**src/rtl/csa_pkg.sv**
```systemverilog
`timescale 1ns/1ps
package csa_pkg;
  // Slice width: with at least one stage, the padded operand holds WIDTH+1 bits,
  // so the final carry lands in a padded bit instead of leaving the top slice.
  function automatic int slice_width(input int width, input int stages);
    return (stages == 0) ? width + 1 : (width + stages) / stages;
  endfunction
endpackage

```
**src/rtl/csa_operand_prep.sv**
```systemverilog
`timescale 1ns/1ps
module csa_operand_prep #(
  parameter int W  = 32,
  parameter int PW = 33
) (
  input  logic [W-1:0]  a_in,
  input  logic [W-1:0]  b_in,
  input  logic          op_add,
  input  logic          carry_in,
  input  logic          load_b,
  output logic [PW-1:0] a_pad,
  output logic [PW-1:0] b_pad,
  output logic          cin
);
  localparam int PADW = PW - W;

  logic [W-1:0] b_eff;

  // A load zeroes A and the carry, so B passes through the adders unchanged
  always_comb begin
    b_eff = (load_b || op_add) ? b_in : ~b_in;
    a_pad = load_b ? '0 : {{PADW{1'b0}}, a_in};
    b_pad = {{PADW{1'b0}}, b_eff};
    cin   = load_b ? 1'b0 : carry_in;
  end
endmodule

```
**src/rtl/csa_slice_add.sv**
```systemverilog
`timescale 1ns/1ps
module csa_slice_add #(
  parameter int SW = 8
) (
  input  logic [SW-1:0] x,
  input  logic [SW-1:0] y,
  input  logic          ci,
  output logic [SW-1:0] s,
  output logic          co
);
  assign {co, s} = {1'b0, x} + {1'b0, y} + {{SW{1'b0}}, ci};
endmodule

```
**src/rtl/csa_carry_pipe.sv**
```systemverilog
`timescale 1ns/1ps
module csa_carry_pipe #(
  parameter int PW     = 33,
  parameter int STAGES = 4,
  parameter int SW     = 9
) (
  input  logic          clk,
  input  logic          rst_n,
  input  logic          ce,
  input  logic [PW-1:0] a_pad,
  input  logic [PW-1:0] b_pad,
  input  logic          cin,
  output logic [PW-1:0] res
);
  if (STAGES == 0) begin : g_comb
    assign res = a_pad + b_pad + {{(PW-1){1'b0}}, cin};
  end else begin : g_piped
    for (genvar k = 0; k < STAGES; k++) begin : g_stage
      logic [PW-1:0]     s_nx;
      logic [STAGES-1:0] c_nx;
      logic [PW-1:0]     q_s;
      logic [STAGES-1:0] q_c;

      for (genvar j = 0; j < STAGES; j++) begin : g_slice
        if (k == 0) begin : g_first
          // Stage one: every slice sums on its own; only slice 0 sees the carry in
          if (j == 0) begin : g_lsb
            csa_slice_add #(.SW(SW)) u_add (
              .x(a_pad[j*SW +: SW]), .y(b_pad[j*SW +: SW]), .ci(cin),
              .s(s_nx[j*SW +: SW]), .co(c_nx[j]));
          end else begin : g_upper
            csa_slice_add #(.SW(SW)) u_add (
              .x(a_pad[j*SW +: SW]), .y(b_pad[j*SW +: SW]), .ci(1'b0),
              .s(s_nx[j*SW +: SW]), .co(c_nx[j]));
          end
        end else if (j == k) begin : g_resolve
          // Stage k folds the stored carry of slice k-1 into slice k
          logic co_k;
          csa_slice_add #(.SW(SW)) u_add (
            .x(g_stage[k-1].q_s[j*SW +: SW]), .y({SW{1'b0}}),
            .ci(g_stage[k-1].q_c[j-1]),
            .s(s_nx[j*SW +: SW]), .co(co_k));
          // A slice cannot carry in both stages, so the two carries merge with OR
          assign c_nx[j] = g_stage[k-1].q_c[j] | co_k;
        end else begin : g_hold
          assign s_nx[j*SW +: SW] = g_stage[k-1].q_s[j*SW +: SW];
          assign c_nx[j]          = g_stage[k-1].q_c[j];
        end
      end

      always_ff @(posedge clk or negedge rst_n) begin
        if (!rst_n) begin
          q_s <= '0;
          q_c <= '0;
        end else if (ce) begin
          q_s <= s_nx;
          q_c <= c_nx;
        end
      end
    end

    assign res = g_stage[STAGES-1].q_s;

    logic unused_last_carries;
    assign unused_last_carries = ^g_stage[STAGES-1].q_c;
  end
endmodule

```
**src/rtl/csa_pipe_addsub.sv**
```systemverilog
`timescale 1ns/1ps
module csa_pipe_addsub #(
  parameter int WIDTH   = 32,
  parameter int LATENCY = 4
) (
  input  logic             clk,
  input  logic             rst_n,
  input  logic             ce,
  input  logic             op_add,
  input  logic             carry_in,
  input  logic             load_b,
  input  logic [WIDTH-1:0] a_in,
  input  logic [WIDTH-1:0] b_in,
  output logic [WIDTH-1:0] sum_out,
  output logic             carry_out
);
  localparam int SW = csa_pkg::slice_width(WIDTH, LATENCY);
  localparam int PW = (LATENCY == 0) ? WIDTH + 1 : SW * LATENCY;

  if (LATENCY < 0 || LATENCY > WIDTH || LATENCY > 64) begin : g_bad_latency
    $error("csa_pipe_addsub: LATENCY must lie in 0..min(WIDTH,64)");
  end

  logic [PW-1:0] a_pad;
  logic [PW-1:0] b_pad;
  logic          cin;
  logic [PW-1:0] res_pad;

  csa_operand_prep #(.W(WIDTH), .PW(PW)) u_prep (
    .a_in(a_in), .b_in(b_in), .op_add(op_add), .carry_in(carry_in),
    .load_b(load_b), .a_pad(a_pad), .b_pad(b_pad), .cin(cin));

  csa_carry_pipe #(.PW(PW), .STAGES(LATENCY), .SW(SW)) u_pipe (
    .clk(clk), .rst_n(rst_n), .ce(ce), .a_pad(a_pad), .b_pad(b_pad),
    .cin(cin), .res(res_pad));

  // Bit WIDTH of the padded result is the carry out; the bits above it stay zero
  assign sum_out   = res_pad[WIDTH-1:0];
  assign carry_out = res_pad[WIDTH];

  logic unused_pad_bits;
  assign unused_pad_bits = ^res_pad;
endmodule

```
**config.mk**
```make
export PLATFORM = sky130hd
export DESIGN_NAME = csa_pipe_addsub
export DESIGN_NICKNAME = d
export VERILOG_FILES = /design/src/rtl/csa_pkg.sv /design/src/rtl/csa_operand_prep.sv /design/src/rtl/csa_slice_add.sv /design/src/rtl/csa_carry_pipe.sv /design/src/rtl/csa_pipe_addsub.sv
export SDC_FILE = /design/constraint.sdc
export NUM_CORES = 1
export LEC_CHECK = 0
export ABC_AREA = 1
export CORE_MARGIN = 2
export CORE_UTILIZATION = 58
export DETAILED_ROUTE_END_ITERATION = 8
export GPL_TIMING_DRIVEN = 0
export HOLD_SLACK_MARGIN = 0.02
export MAX_ROUTING_LAYER = met4
export PLACE_DENSITY = 0.81
export RECOVER_POWER = 100
export SLEW_MARGIN = 5
export SYNTH_ARGS = -nofsm -noshare
export SYNTH_HDL_FRONTEND = slang
export SYNTH_HIERARCHICAL = 1
export SYNTH_SLANG_ARGS = --single-unit
```
**constraint.sdc**
```tcl
create_clock -name clk -period 2.5 [get_ports clk]
set_input_delay 0.5 -clock clk [delete_from_list [all_inputs] [get_ports clk]]
set_output_delay 0.5 -clock clk [all_outputs]
set_load 0.02 [all_outputs]
```
==> reports/qor.txt <==
Core Area: 15200 um2
number of antenna-violating nets in the routed design: 0
required time worst endpoint: 2.80 ns
VDD IR max: 0.402 mV
share of cells above drive strength 1: 0.0500
Avg WL per Cell: 10.9 um
final number of max-transition violations: 0
max_slew headroom: 0.229
clock root cell: clkbuf_16
Remaining DRCs: 0
Net count, final: 1602
Critical Path Fanout Max: 3
initial core utilization: 0.596
setup repair after global routing missed its margin: false
ant diodes: 0
Worst Setup Start Kind: input port
status: finished clean
final setup margin: 0.187 ns
number of global-route vias before repair: 7351
TritonCTS clock tree: built
worst hold endpoint: u_pipe/res[32]
clock sink total: 138
fin util: 0.722
CTS Buf Count: 17
RePlAce Congestion: 0.835
CP Data Arrival Time: 2.62 ns
Layout Cells excl Fill: 1669
GRT Resource Usage Total: 0.243
WL final: 18300 um
crit share post-route: 0.925
initial antenna violation count: 0
CP Capture Type: flop
Synth-to-Final Area Change: 21.2%
vias after detailed routing: 7856
cells after synthesis: 1317
Max Root-Sink Buffers: 2
drt initial violations: 327
Final setup viols: 0
r2r worst-path depth: 12
die width: 129 um
H-tree level count: 4
post-detail-place hpwl: 13700 um
max_cap viols: 0
full die area: 16600 um2
first-pass GRT wire length: 31800 um
worst reg2reg setup slack: 0.44 ns
Placed Instances: 1636
Placed Area: 10400 um2
max frequency: 432 MHz
setup tns final: 0 ns
kind of critical path: input port to flop
power per cell area: 733 nW/um2
min cycle time layout: 2.31 ns
Final Hold Vio Count: 0
clk slew on worst S/H paths: 0.06 ns
postcts setup bufs: 0
Slew @ Worst Pin: 1.16 ns
DR vias/cell: 4.71
largest net degree at the start of global routing: 93
Mean Syn Cell Area: 6.88 um2
Ports: 103
DIE HEIGHT: 129 um
fill cell count: 1252
# rows: 45
worst hold start: u_pipe/res[32]
clock skew: 0.00650 ns
gr ovfl total: 0
launching point of the worst reg2reg path: u_pipe/g_piped.g_stage[0].q_c[0]
Hold Crit Class: flop to flop
mapped cell area: 9050 um2
dpl ws: -0.720 ns
Clock Latency Late Sink: 0.41 ns
Post-Layout Inst Area: 11000 um2
# port buffers: 100
Leakage: 6.51 nW
yosys warns: 6
DR pass1 iterations: 5
RR Endpoint: u_pipe/g_piped.g_stage[1].q_s[17]
hold path depth: 2
power by group:
part           switching, mW  leakage (nW)  total, mW  internal [mW]
registers              0.280          1.73       3.03           2.75
clock network          0.930         0.302       2.63           1.70
logic                   1.38          4.48       2.38          0.996
critical path, cell delays in order:
cell and delay (ns):
clkdlybuf4s50_1 0.47, o21ai_0 0.08, nand2_1 0.06, inv_1 0.05, fa_1 0.46, fa_1 0.42
inv_1 0.07, nand2_1 0.04, nand2_1 0.09, nand3b_1 0.10, nand3_1 0.08, nand2_1 0.06
nand2_1 0.08, nand2_1 0.06
layout by cell type, fill, tap and decap left out, types with 17 or more instances in the layout:
cell and n:
inv_1 202, nand2_1 666, xnor2_1 18, ha_1 50, a21oi_1 17, buf_2 18
nand3_1 33, dfrtp_1 138, o21ai_0 28, conb_1 32, nor2_1 54, dlygate4sd3_1 38
clkdlybuf4s50_1 61, clkbuf_16 17
through the flow:
stage	power (mW)	hold slack (ns)
finish	8.04	0.461
global route	8.59	0.481
CTS	8.15	0.472
detailed placement	5.46	0.449
global placement	5.37	0.454
floorplan	4.68	0.204
worst max path at each step:
stage / cells after the start / slack (ns) / to / startpoint
final: 14 / 0.19 / u_pipe/g_piped.g_stage[0].q_s[6] / b_in[0]
after floorplan: 16 / 0.03 / u_pipe/g_piped.g_stage[0].q_s[17] / load_b
after global routing: 13 / 0.01 / u_pipe/g_piped.g_stage[0].q_s[22] / b_in[18]
after CTS: 16 / 0.09 / u_pipe/g_piped.g_stage[0].q_s[26] / op_add
after detailed placement: 16 / -0.72 / u_pipe/g_piped.g_stage[0].q_s[26] / op_add
after global placement: 1 / -4.20 / u_pipe/res[32] / rst_n
area by class of cell:
class / instances / area, um2 / share of cell area
Inverter: 203 / 763 / 0.0696
Clock inverter: 14 / 196 / 0.0179
Multi-Input combinational cell: 958 / 4590 / 0.418
Clock buffer: 18 / 439 / 0.0400
Buffer: 48 / 268 / 0.0244
Tap cell: 188 / 235 / 0.0214
Timing Repair Buffer: 102 / 1030 / 0.0937
Sequential cell: 138 / 3450 / 0.315
sequential cells by signal, summed over array words and instances, names as in the netlist:
register,flops
u_pipe/g_piped.g_stage.q_c,6
u_pipe/res,33
u_pipe/g_piped.g_stage.q_s,99
repair_timing:
| action | 4_1_cts | 5_1_grt |
|---|---|---|
| setup endpoints to repair | 11 | 7 |
| endpoints found under the hold margin | 12 | 0 |
| pin swaps | 0 | 0 |
| hold buffers | 1 | 0 |
| gates resized for setup | 3 | 7 |
routing by layer:
layer  vias up  global-route usage  wire (um)
met5         -                   -          0
met4         0              0.0767        442
li1       4194                   -          -
met1      3444               0.309       8680
met3        38              0.0403        611
met2       180               0.399       8520
Power figures use the tool's default switching activity.
